[src/rtl/f2i_pkg.sv]
package f2i_pkg;
  localparam int EXP_W  = 8;
  localparam int FRAC_W = 23;
  localparam int INT_W  = 64;
  localparam int OP_W   = EXP_W + FRAC_W + 1;
  localparam int SIG_W  = FRAC_W + 1;
  localparam int UEXP_W = EXP_W + 2;
  localparam int BIAS   = (1 << (EXP_W - 1)) - 1;

  localparam logic [INT_W-1:0] NEG_LIM = {1'b1, {(INT_W-1){1'b0}}};
  localparam logic [INT_W-1:0] POS_LIM = ~NEG_LIM;
  localparam logic [INT_W-1:0] NAN_VAL = POS_LIM;

  typedef enum logic [1:0] {
    RM_NEAR = 2'b00,
    RM_ZERO = 2'b01,
    RM_UP   = 2'b10,
    RM_DOWN = 2'b11
  } rmode_e;

  typedef enum logic [1:0] {
    CL_ZERO,
    CL_NORM,
    CL_INF,
    CL_NAN
  } fclass_e;

  typedef struct packed {
    logic             sign;
    fclass_e          cls;
    logic [SIG_W-1:0] sig;
  } fdec_t;
endpackage

[src/rtl/f2i_classify.sv]
module f2i_classify
  import f2i_pkg::*;
(
  input  logic [OP_W-1:0]   op_i,
  output fdec_t             dec_o,
  output logic [UEXP_W-1:0] uexp_o
);
  logic [EXP_W-1:0]  exp_f;
  logic [FRAC_W-1:0] frac_f;
  logic              exp_ones;
  logic              exp_zero;

  assign exp_f    = op_i[FRAC_W +: EXP_W];
  assign frac_f   = op_i[FRAC_W-1:0];
  assign exp_ones = &exp_f;
  assign exp_zero = ~|exp_f;

  always_comb begin
    dec_o.sign = op_i[OP_W-1];
    dec_o.sig  = {1'b1, frac_f};
    if (exp_ones)      dec_o.cls = (|frac_f) ? CL_NAN : CL_INF;
    else if (exp_zero) dec_o.cls = CL_ZERO;   // subnormals flushed
    else               dec_o.cls = CL_NORM;
  end

  // unbiased exponent, two's complement, two guard bits
  assign uexp_o = {2'b00, exp_f} - UEXP_W'(BIAS);
endmodule

[src/rtl/f2i_align.sv]
module f2i_align
  import f2i_pkg::*;
(
  input  logic [SIG_W-1:0]  sig_i,
  input  logic [UEXP_W-1:0] uexp_i,
  output logic [INT_W-1:0]  mag_o,
  output logic              rnd_o,
  output logic              stk_o,
  output logic              big_o,
  output logic              edge_o
);
  int               e;
  int               sh;
  logic [SIG_W-1:0] tmp;
  logic [SIG_W-1:0] low;

  assign e = int'($signed(uexp_i));

  always_comb begin
    mag_o  = '0;
    rnd_o  = 1'b0;
    stk_o  = 1'b0;
    big_o  = 1'b0;
    edge_o = (e == INT_W - 1);
    sh     = 0;
    tmp    = '0;
    low    = '0;
    if (e >= INT_W - 1) begin
      big_o = 1'b1;
    end else if (e >= FRAC_W) begin
      mag_o = INT_W'(sig_i) << (e - FRAC_W);
    end else if (e < -1) begin
      // whole value below one half: only a sticky remainder survives
      stk_o = |sig_i;
    end else begin
      sh    = FRAC_W - e;                 // 1 .. SIG_W
      mag_o = INT_W'(sig_i >> sh);
      tmp   = sig_i >> (sh - 1);
      rnd_o = tmp[0];
      low   = sig_i & ((SIG_W'(1) << (sh - 1)) - SIG_W'(1));
      stk_o = |low;
    end
  end
endmodule

[src/rtl/f2i_round.sv]
module f2i_round
  import f2i_pkg::*;
(
  input  logic             sign_i,
  input  logic [1:0]       rm_i,
  input  logic [INT_W-1:0] mag_i,
  input  logic             rnd_i,
  input  logic             stk_i,
  output logic [INT_W-1:0] mag_o,
  output logic             ovf_o,
  output logic             inexact_o
);
  logic   inc;
  logic   lost;
  rmode_e mode;

  assign mode = rmode_e'(rm_i);
  assign lost = rnd_i | stk_i;

  always_comb begin
    unique case (mode)
      RM_NEAR: inc = rnd_i & (stk_i | mag_i[0]);
      RM_ZERO: inc = 1'b0;
      RM_UP:   inc = lost & ~sign_i;
      RM_DOWN: inc = lost & sign_i;
      default: inc = 1'b0;
    endcase
  end

  // rounding acts on the magnitude, before any negation
  assign mag_o     = mag_i + INT_W'(inc);
  assign ovf_o     = mag_o[INT_W-1];
  assign inexact_o = lost;
endmodule

[src/rtl/f2i_conv.sv]
module f2i_conv
  import f2i_pkg::*;
(
  input  logic              clk_i,
  input  logic              rst_ni,
  input  logic              valid_i,
  input  logic [OP_W-1:0]   op_i,
  input  logic [1:0]        rm_i,
  output logic              valid_o,
  output logic [INT_W-1:0]  result_o,
  output logic              invalid_o,
  output logic              inexact_o
);
  fdec_t             dec;
  logic [UEXP_W-1:0] uexp;
  logic [INT_W-1:0]  mag_a;
  logic              rnd_a, stk_a, big_a, edge_a;
  logic [INT_W-1:0]  mag_r;
  logic              ovf_r, lost_r;
  logic [INT_W-1:0]  sat_val;
  logic [INT_W-1:0]  res_d;
  logic              inv_d, inx_d;

  f2i_classify u_classify (
    .op_i   (op_i),
    .dec_o  (dec),
    .uexp_o (uexp)
  );

  f2i_align u_align (
    .sig_i  (dec.sig),
    .uexp_i (uexp),
    .mag_o  (mag_a),
    .rnd_o  (rnd_a),
    .stk_o  (stk_a),
    .big_o  (big_a),
    .edge_o (edge_a)
  );

  f2i_round u_round (
    .sign_i    (dec.sign),
    .rm_i      (rm_i),
    .mag_i     (mag_a),
    .rnd_i     (rnd_a),
    .stk_i     (stk_a),
    .mag_o     (mag_r),
    .ovf_o     (ovf_r),
    .inexact_o (lost_r)
  );

  assign sat_val = dec.sign ? NEG_LIM : POS_LIM;

  always_comb begin
    res_d = '0;
    inv_d = 1'b0;
    inx_d = 1'b0;
    unique case (dec.cls)
      CL_NAN: begin
        res_d = NAN_VAL;
        inv_d = 1'b1;
      end
      CL_INF: begin
        res_d = sat_val;
        inv_d = 1'b1;
      end
      CL_ZERO: res_d = '0;
      default: begin
        if (big_a) begin
          if (edge_a && dec.sign && dec.sig == {1'b1, {FRAC_W{1'b0}}}) begin
            res_d = NEG_LIM;
          end else begin
            res_d = sat_val;
            inv_d = 1'b1;
          end
        end else if (ovf_r) begin
          res_d = sat_val;
          inv_d = 1'b1;
        end else begin
          res_d = dec.sign ? (~mag_r + INT_W'(1)) : mag_r;
          inx_d = lost_r;
        end
      end
    endcase
  end

  always_ff @(posedge clk_i or negedge rst_ni) begin
    if (!rst_ni) begin
      valid_o   <= 1'b0;
      result_o  <= '0;
      invalid_o <= 1'b0;
      inexact_o <= 1'b0;
    end else begin
      valid_o   <= valid_i;
      result_o  <= res_d;
      invalid_o <= inv_d;
      inexact_o <= inx_d;
    end
  end

  AST_NAN_INDEF: assert property (@(posedge clk_i) disable iff (!rst_ni)
    valid_o && $past(&op_i[FRAC_W +: EXP_W] && |op_i[FRAC_W-1:0])
      |-> invalid_o && !inexact_o && result_o == NAN_VAL);
  AST_INF_SAT: assert property (@(posedge clk_i) disable iff (!rst_ni)
    valid_o && $past(&op_i[FRAC_W +: EXP_W] && ~|op_i[FRAC_W-1:0])
      |-> invalid_o && result_o == ($past(op_i[OP_W-1]) ? NEG_LIM : POS_LIM));
  AST_FLUSH_ZERO: assert property (@(posedge clk_i) disable iff (!rst_ni)
    valid_o && $past(~|op_i[FRAC_W +: EXP_W])
      |-> result_o == '0 && !invalid_o && !inexact_o);
  AST_SIGN_MATCH: assert property (@(posedge clk_i) disable iff (!rst_ni)
    valid_o && !invalid_o && result_o != '0
      |-> result_o[INT_W-1] == $past(op_i[OP_W-1]));
  AST_FLAG_EXCL: assert property (@(posedge clk_i) disable iff (!rst_ni)
    invalid_o |-> !inexact_o);
  AST_VALID_LAT: assert property (@(posedge clk_i) disable iff (!rst_ni)
    valid_o == $past(valid_i));
endmodule

[config.mk]
export PLATFORM = sky130hd
export DESIGN_NAME = f2i_conv
export DESIGN_NICKNAME = d
export VERILOG_FILES = /design/src/rtl/f2i_pkg.sv /design/src/rtl/f2i_classify.sv /design/src/rtl/f2i_align.sv /design/src/rtl/f2i_round.sv /design/src/rtl/f2i_conv.sv
export SDC_FILE = /design/constraint.sdc
export NUM_CORES = 1
export LEC_CHECK = 0
export ABC_AREA = 1
export BUFFER_PORTS_ARGS = -buffer_cell sky130_fd_sc_hd__buf_2
export CAP_MARGIN = 25
export CORE_MARGIN = 4
export CORE_UTILIZATION = 45
export DETAILED_ROUTE_END_ITERATION = 6
export PLACE_DENSITY_LB_ADDON = 0.15
export REMOVE_ABC_BUFFERS = 1
export SLEW_MARGIN = 20
export SYNTH_ARGS = -nofsm -noshare
export SYNTH_HDL_FRONTEND = slang
export SYNTH_SLANG_ARGS = --single-unit
export TNS_END_PERCENT = 100
[constraint.sdc]
create_clock -name clk_i -period 0.8 [get_ports clk_i]
set_input_delay 0.04 -clock clk_i [delete_from_list [all_inputs] [get_ports clk_i]]
set_output_delay 0.04 -clock clk_i [all_outputs]
set_load 0.01 [all_outputs]
==> flow_summary.ini <==
[timing]
max-slew-margin-rel_pct = 40.6
fin_hold_ws_ns = 0.234
slew_viol_final = 0
period_needed_ns = 6.69
tightestPinTransition_ns = 0.891
max_freq_mhz = 150
setup_viol = 133
rsz0062_at_grt = yes
fin_crit_sh_pct = 836
tns_ns = -368.62
final-hold-violation-count = 0
layout_setup_ws_ns = -5.89

[setup_path]
cp_max_fo = 5
path_common_cell = nand2_1
path_class = in -> reg
crit_required_ns = 1.02
cpMaxStageDelayCell = ha_1
slowest_delay_ns = 0.26
critPathCaptureType = flop
critical_path_arrival_ns = 6.91
cp-start-kind = primary input

[placement]
dpl.hpwl_mm = 45.1
place.gp.congestion = 1.07
portBuffers = 103
place_area_mm2 = 0.0177

[routing]
dr.pass1.iters = 7
num_vias = 19615
via_per_inst = 5.86
ant_nets = 0
drt-total-wl_mm = 64.6
avgRoutedWirePerCell_um = 19.3
drcViolationCount = 46
dr.first_iter.drc_count = 2567

[global_route]
grt_max_degree = 70
grt_pass1_vias = 18200
grt_pass1_wl_mm = 91.8
antenna_found_initial = 0
overflow = 0
grt.total_usage_pct = 38.5

[clock_network]
cts_sinks = 67
cts_tree = yes
clk_pin_slew_ns = 0.06
clk_path_buf_depth = 2
h-tree-depth = 3
root_buffer = clkbuf_16
cts_made_buffers = 9

[run_status]
outcome = complete, but fails checks
failed_checks = design-rule violations, negative setup slack

[synthesis]
synth.area.mux_share_pct = 0.0829
yosys.area_share.adder_pct = 1.97
synth_top_family_by_area = simple AND/OR/NAND/NOR gates
synth_edf_count = 0
ys_seq_area_share_pct = 13.9
syn_area_mm2 = 0.0121
syn_area_per_cell_um2 = 5.33
synth_top_flop_cell = dfrtp_1
synthSimpleGateAreaFrac_pct = 61.5
synth_compound_area_share_pct = 9.80
netlist_top_cells_area = nand2_1 22%, nand3_1 17%, dfrtp_1 14%
synth_top_area_share_pct = 22.1
synth-seq-cells = 67
netlist_top_cells_count = 711 x nand2_1, 411 x nand3_1, 242 x nor2_1, 195 x inv_1, 88 x o21ai_0
netlist_instances = 2266
synth_xor_xnor_area_share_pct = 1.52
synth_cell_types = 57
yosys_warnings = 0
async_flop_share_pct = 100
yosysMostFrequentCell = nand2_1
yosys.area.top_type = nand2_1

[die]
initial_utilization_pct = 46.1
num_rows = 59
coreArea_mm2 = 0.0262
die_y_um = 172
ios = 104
die_x_um = 172
dieArea_mm2 = 0.0295

[layout]
fillers = 1985
stdcell_area_mm2 = 0.0201
area_growth_pct = 66.8
diodes = 0
num-nets-final = 3064
drive_above_1_share_pct = 40.6
utilization_pct = 76.9

[flow_run]
cap_violations = 0

[pwr]
power_density_mw_per_mm2 = 1210
vdd_drop_max_mv = 0.857
leakage_nw = 10.9

[hold_path]
hp-class = in -> async
==> worst max-delay path: cells and delay by family <==
family	cells	cell delay, ns
compound gates	1	0.08
fa+ha+maj	4	0.75
buf+inv	12	1.33
simple gates	42	4.69
==> cell usage in the layout (no fill, tap or decap), drive strengths merged, types with 3 or more instances in the layout <==
master,netlist,final
a21oi,44,44
a31oi,8,8
buf,58,835
clkbuf,48,12
clkinv,11,12
dfrtp,67,67
ha,19,19
inv,216,217
nand2,761,761
nand3,418,418
nand3b,7,7
nand4,85,85
nor2,296,296
nor3,29,29
nor4,9,9
o211ai,9,9
o21a,3,3
o21ai,119,119
o21bai,4,4
o221ai,9,9
o31ai,3,3
or2,6,6
xnor2,4,4
xor2,17,17
==> per-stage QoR <==
step | cells | setup slack [ns] | total power, mW
final | 3348 | -5.89 | 24.4
after floorplan | 2160 | -6.49 | 10.7
after global routing | 3348 | -6.29 | 25.6
after CTS | 3325 | -5.39 | 22.6
after global placement | 3262 | -6.63 | 17.6
after detailed placement | 3262 | -6.82 | 17.8
==> cells by family after synthesis <==
kind of cell,count (synthesis)
AOI/OAI and AO/OA,208
buffers and inverters,333
muxes,1
xor gates and xnor gates,21
DFF,67
and+or+nand+nor,1617
adders and majority gates,19
==> power by group <==
group	internal (mW)	switching, mW	leakage (nW)
combinational	6.94	9.55	9.97
clock	2.26	1.62	0.135
sequential	3.90	0.158	0.762
total	13.1	11.3	10.9
==> layout make-up <==
| type | instances | area, um^2 | area share [%] |
|---|---|---|---|
| Tap cell | 335 | 419 | 2.08 |
| Clock inverter | 4 | 25.0 | 0.124 |
| Inverter | 227 | 870 | 4.32 |
| Multi-Input combinational cell | 1866 | 10300 | 51.3 |
| Timing Repair Buffer | 837 | 6560 | 32.6 |
| Sequential cell | 67 | 1680 | 8.32 |
| Clock buffer | 12 | 256 | 1.27 |
==> final timing paths <==
kind                                          end     start  slack (ns)
worst max-delay path       result_o[31]$_DFF_PN0_  op_i[25]       -5.89
max in group asynchronous  result_o[11]$_DFF_PN0_    rst_ni        0.26
worst min-delay path       result_o[47]$_DFF_PN0_    rst_ni        0.23
min in group clk_i              valid_o$_DFF_PN0_   valid_i        0.33
==> sequential cells by signal, indices dropped and copies added (netlist names) <==
name / count
result_o: 64
invalid_o: 1
valid_o: 1
inexact_o: 1
==> repair_timing <==
action | 4_1_cts | 5_1_grt
pin swaps | 109 | 115
gates resized for setup | 246 | 181
hold buffers | 2 | 0
buffers inserted | 45 | 30
hold endpoints to repair | 68 | 0
setup endpoints to repair | 133 | 133
==> routing by layer <==
metal	vias up	wire length, um	GRT usage [%]
li1	8942	-	-
met1	8877	23800	45.3
met2	1365	29300	64.9
met3	431	5820	5.38
met4	0	5690	26.5
met5	-	0	0
Power figures use the tool's default switching activity.
